### src/rtl/pmp_chk_pkg.sv
package pmp_chk_pkg;

  typedef enum logic [1:0] {
    KIND_READ  = 2'd0,
    KIND_WRITE = 2'd1,
    KIND_EXEC  = 2'd2
  } acc_kind_e;

  typedef enum logic [1:0] {
    MODE_OFF   = 2'd0,
    MODE_TOR   = 2'd1,
    MODE_WORD  = 2'd2,
    MODE_POW2  = 2'd3
  } match_mode_e;

  // Field order follows the bit positions the register storage uses.
  typedef struct packed {
    logic        lock;
    logic [1:0]  rsv;
    match_mode_e mode;
    logic        x;
    logic        w;
    logic        r;
  } ent_cfg_t;

endpackage

### src/rtl/pmp_region_match.sv
module pmp_region_match
  import pmp_chk_pkg::*;
#(
  parameter int AW = 32
) (
  input  logic          clk,
  input  logic          rst,
  input  logic [7:0]    cfg_byte,
  input  logic [AW-1:0] lo_word,
  input  logic [AW-1:0] hi_word,
  input  logic [AW-1:0] acc_word,
  input  logic [1:0]    acc_kind,
  output logic          hit,
  output logic          grant,
  output logic          locked,
  output logic          active
);

  ent_cfg_t      cfg;
  logic [AW-1:0] dont_care;
  logic          tor_hit;
  logic          word_hit;
  logic          pow2_hit;

  assign cfg = ent_cfg_t'(cfg_byte);

  // Trailing ones of the address word plus the next bit mark the free bits.
  assign dont_care = hi_word ^ (hi_word + 1'b1);
  assign pow2_hit  = ((acc_word ^ hi_word) & ~dont_care) == '0;
  assign tor_hit   = (acc_word >= lo_word) && (acc_word < hi_word);
  assign word_hit  = (acc_word == hi_word);

  always_comb begin
    unique case (cfg.mode)
      MODE_TOR:  hit = tor_hit;
      MODE_WORD: hit = word_hit;
      MODE_POW2: hit = pow2_hit;
      default:   hit = 1'b0;
    endcase
  end

  always_comb begin
    unique case (acc_kind)
      KIND_READ:  grant = cfg.r;
      KIND_WRITE: grant = cfg.w;
      KIND_EXEC:  grant = cfg.x;
      default:    grant = 1'b0;
    endcase
  end

  assign locked = cfg.lock;
  assign active = (cfg.mode != MODE_OFF);

  AST_RSV_ZERO: assert property (@(posedge clk) disable iff (rst)
    cfg_byte[6:5] == 2'b00);
  AST_OFF_NO_HIT: assert property (@(posedge clk) disable iff (rst)
    (cfg_byte[4:3] == 2'd0) |-> !hit);
  AST_TOR_EMPTY: assert property (@(posedge clk) disable iff (rst)
    (cfg_byte[4:3] == 2'd1 && lo_word >= hi_word) |-> !hit);
  AST_WORD_EXACT: assert property (@(posedge clk) disable iff (rst)
    (cfg_byte[4:3] == 2'd2 && hit) |-> (acc_word == hi_word));

endmodule

### config.mk
export PLATFORM = sky130hd
export DESIGN_NAME = pmp_region_match
export DESIGN_NICKNAME = d
export VERILOG_FILES = /design/src/rtl/pmp_chk_pkg.sv /design/src/rtl/pmp_region_match.sv
export SDC_FILE = /design/constraint.sdc
export NUM_CORES = 1
export LEC_CHECK = 0
export CAP_MARGIN = 20
export CORE_MARGIN = 2
export CORE_UTILIZATION = 42
export DETAILED_ROUTE_END_ITERATION = 8
export PLACE_DENSITY = 0.85
export SYNTH_ARGS = -nofsm -noshare
export SYNTH_HDL_FRONTEND = slang
export SYNTH_SLANG_ARGS = --single-unit
### constraint.sdc
create_clock -name vclk -period 2.3
set_input_delay 0.23 -clock vclk [all_inputs]
set_output_delay 0.23 -clock vclk [all_outputs]
set_load 0.02 [all_outputs]
==> results of run 1 <==
==> stage by stage <==
stage,util,hold slack [ns],instances
CTS,0.867,0.460,547
detailed placement,0.762,0.460,539
global placement,0.762,0.460,539
floorplan,-,0.573,294
==> routing by layer <==
metal	GRT usage	GRT overflow
met5	0.139	0
met4	1.04	80
met3	0.607	1
met2	1.16	209
met1	0.764	3
==> cell families after synthesis <==
| family | synth area share |
|---|---|
| fa+ha+maj | 0.379 |
| mux | 0.00466 |
| buf+inv | 0.119 |
| simple gates | 0.250 |
| xor+xnor | 0.00408 |
| compound gates | 0.243 |
==> what timing repair did <==
| action | in CTS |
|---|---|
| pin swaps | 60 |
| setup buffers | 8 |
| endpoints found under the setup margin | 1 |
| resized for setup | 175 |
==> results.sh, run 1 <==
export IMPL_grt_worst_setup_endpoint="hit"
export IMPL_gp_congestion=0.875
export IMPL_syn_inst=294
export IMPL_syn_nets=467
export IMPL_std_cell_rows=26
export IMPL_start_util=0.429
export IMPL_grtUsageTotal=0.864
export IMPL_ys_warnings_count=0
export IMPL_lastStage="global routing"
export IMPL_die_w_um=75.5
export IMPL_synth_area_leaders="ha_1 38%, inv_1 11%, a21oi_1 5.6%"
export IMPL_error="[ERROR GRT-0232] Routing congestion too high. Check the congestion heatmap in the GUI."
export IMPL_cts_hold_buf=0
export IMPL_ys_seq_area_frac=0
export IMPL_netlist_area_mm2=0.00215
export IMPL_avgSynthCellArea_um2=7.31
export IMPL_placed_area_mm2=0.00382
export IMPL_worst_endpoint_kind="primary output"
export IMPL_chipHeight_um=75.5
export IMPL_hpwl_um=6550
export IMPL_synth_top_area_share=0.379
export IMPL_io_pins=112
export IMPL_status="aborted with a tool error"
export IMPL_synth_commonest_cells="65 x ha_1, 63 x inv_1, 24 x a21oi_1"
export IMPL_synth_cell_types=47
export IMPL_grt_start_max_net_pins=9
export IMPL_yosysMostFrequentCell="ha_1"
export IMPL_place_port_buffers=106
export IMPL_pre_cts_ws_ns=-0.926
export IMPL_synth_top_area_cell="ha_1"
export IMPL_grt_overflow=293
==> inputs of run 2 (changes only) <==
--- a/config.mk
+++ b/config.mk
@@ -7,9 +7,9 @@
 export LEC_CHECK = 0
 export CAP_MARGIN = 20
 export CORE_MARGIN = 2
-export CORE_UTILIZATION = 42
+export CORE_UTILIZATION = 35
 export DETAILED_ROUTE_END_ITERATION = 8
-export PLACE_DENSITY = 0.85
+export PLACE_DENSITY_LB_ADDON = 0.15
 export SYNTH_ARGS = -nofsm -noshare
 export SYNTH_HDL_FRONTEND = slang
 export SYNTH_SLANG_ARGS = --single-unit
==> run 2 against run 1 <==
  * The flow now finishes, with violations (setup timing)
  * Area after synthesis stayed put
  * Synthesized cell count stayed put
==> results.sh, run 2 <==
export IMPL_grtUsageTotal=0.231
export IMPL_final_clkbuf_count=0
export IMPL_worst_setup_path_end_kind="output port"
export IMPL_power_frac_seq=0
export IMPL_setup_viol=1
export IMPL_synth_cell_types=47
export IMPL_status="finished, violations left"
export IMPL_drv_cap=0
export IMPL_core_area_mm2=0.00592
export IMPL_grt_pass1_wl_um=12600
export IMPL_worst_pin_slew_ns=0.363
export IMPL_power_frac_comb=1.000
export IMPL_stdcell_count=565
export IMPL_viasPerCell=5.32
export IMPL_critical_path_top_delay_family="simple AND/OR/NAND/NOR gates"
export IMPL_synth_commonest_cells="65 x ha_1, 63 x inv_1, 24 x a21oi_1"
export IMPL_io_pins=112
export IMPL_wl_per_cell_um=15.3
export IMPL_startpoint_type="input pin"
export IMPL_gp_congestion=0.844
export IMPL_rsz0062_at_grt="true"
export IMPL_grt_start_max_net_pins=7
export IMPL_num_antenna_cells=0
export IMPL_layout_common_cells="87 x buf_4, 44 x ha_4, 35 x inv_1"
export IMPL_drtIter0Drc=107
export IMPL_place_inst=551
export IMPL_relSlewSlack=0.757
export IMPL_hpwl_um=6380
export IMPL_antenna_found_initial=0
export IMPL_cp_required_ns=2.07
export IMPL_p_total_mw=0.846
export IMPL_p_leak_nw=2.24
export IMPL_cts_hold_buf=0
export IMPL_power_share_clock=0
export IMPL_hold_viol=0
export IMPL_critPathMaxFanout=5
export IMPL_die_w_um=82.3
export IMPL_drive_above_1_share=0.520
export IMPL_dieArea_mm2=0.00678
export IMPL_yosysMostFrequentCell="ha_1"
export IMPL_fin_crit_sh=1.02
export IMPL_synth_area_leaders="ha_1 38%, inv_1 11%, a21oi_1 5.6%"
export IMPL_power_internal_mw=0.475
export IMPL_ir_drop_mv=0.101
export IMPL_powerDensity_mw_per_mm2=179
export IMPL_power_switching_share=0.438
export IMPL_avgSynthCellArea_um2=7.31
export IMPL_syn_inst=294
export IMPL_setup_slack_ns=-0.0387
export IMPL_seq_cell_count=0
export IMPL_final_common_cell="buf_4"
export IMPL_seq_area_um2=0
export IMPL_std_cell_rows=28
export IMPL_place_port_buffers=106
export IMPL_power_switching_mw=0.371
export IMPL_grt_pass1_vias=2942
export IMPL_cpPeakStageDelay_ns=0.37
export IMPL_cp_num_buf_inv=3
export IMPL_path_cells="clkdlybuf4s15_1 > and3_4 > nor4b_4 > buf_6 > a41oi_1 > nor4_1 > nand2_1 > o21a_1 > nand2_1 > buf_6"
export IMPL_violations="setup timing"
export IMPL_nets=665
export IMPL_num_vias=3008
export IMPL_start_util=0.363
export IMPL_final_core_util=0.799
export IMPL_ys_warnings_count=0
export IMPL_cp_slowest_cell="nor4_1"
export IMPL_grt_overflow=0
export IMPL_max_freq_ghz=0.428
export IMPL_netlist_area_mm2=0.00215
export IMPL_syn_nets=467
export IMPL_hold_class="in2out"
export IMPL_whs_ns=0.460
export IMPL_ant_nets=0
export IMPL_wl_um=8630
export IMPL_ys_seq_area_frac=0
export IMPL_synth_top_area_share=0.379
export IMPL_synth_top_area_cell="ha_1"
export IMPL_nFillCells=402
export IMPL_slew_violations=0
export IMPL_syn_to_final_growth_pct=120
export IMPL_chipHeight_um=82.3
export IMPL_firstDrtPassIters=5
export IMPL_period_minus_slack_ns=2.34
export IMPL_path_class="in2out"
export IMPL_worst_endpoint_arrival_ns=2.11
export IMPL_drcViolationCount=0
==> run 2: cell counts after synthesis <==
No cell type changed its count.
==> run 2: final cells by class <==
cell class | count | area (µm²) | share of cell area
inverters | 65 | 246 | 0.0521
multi-input cells | 227 | 2700 | 0.571
well taps | 75 | 93.8 | 0.0198
repair buffers | 198 | 1690 | 0.357
==> run 2: power groups by stage <==
stage | registers, mW | logic, mW | clock network, mW
after floorplan | 0 | 0.260 | 0
after global placement | 0 | 0.640 | 0
after detailed placement | 0 | 0.654 | 0
after CTS | 0 | 0.752 | 0
after global routing | 0 | 0.927 | 0
final | 0 | 0.846 | 0
==> run 2: kinds of logic after synthesis <==
logic type / share of synthesized area
buffers and inverters: 0.119
and+or+nand+nor: 0.250
xor gates and xnor gates: 0.00408
adders and majority gates: 0.379
AOI/OAI and AO/OA: 0.243
muxes: 0.00466
==> run 2: per-layer routing <==
layer,vias to the layer above,GRT usage,share of wire
met5,-,0,0
met4,0,0.0383,0.014
met3,12,0.0120,0.050
met2,94,0.466,0.55
met1,1398,0.267,0.39
li1,1504,-,-
==> run 2: repair_timing <==
| action | 4_1_cts | 5_1_grt |
|---|---|---|
| pin swaps | 67 | 61 |
| setup buffers | 6 | 7 |
| gates cloned | 1 | 0 |
| resized for setup | 199 | 150 |
| setup endpoints to repair | 1 | 1 |
| endpoints found under the hold margin | 0 | 0 |
==> run 2: metrics by stage <==
| step | worst slack (ns) | instance area [µm²] | setup TNS, ns |
|---|---|---|---|
| floorplan | 0.173 | 2150 | 0 |
| finish | -0.0387 | 4730 | -0.0387 |
| CTS | 0.000143 | 4430 | 0 |
| global route | -0.111 | 4730 | -0.111 |
| detailed placement | -0.950 | 3880 | -0.950 |
| global placement | -0.863 | 3880 | -0.863 |
==> run 2: path summary, 6_finish.rpt <==
path / startpoint / endpoint / slack (ns) / cells past startpoint
hold / removal: cfg_byte[7] / locked / 0.46 / 0
setup / recovery: hi_word[15] / hit / -0.04 / 10
No activity file was read; power rests on OpenSTA's default activity.
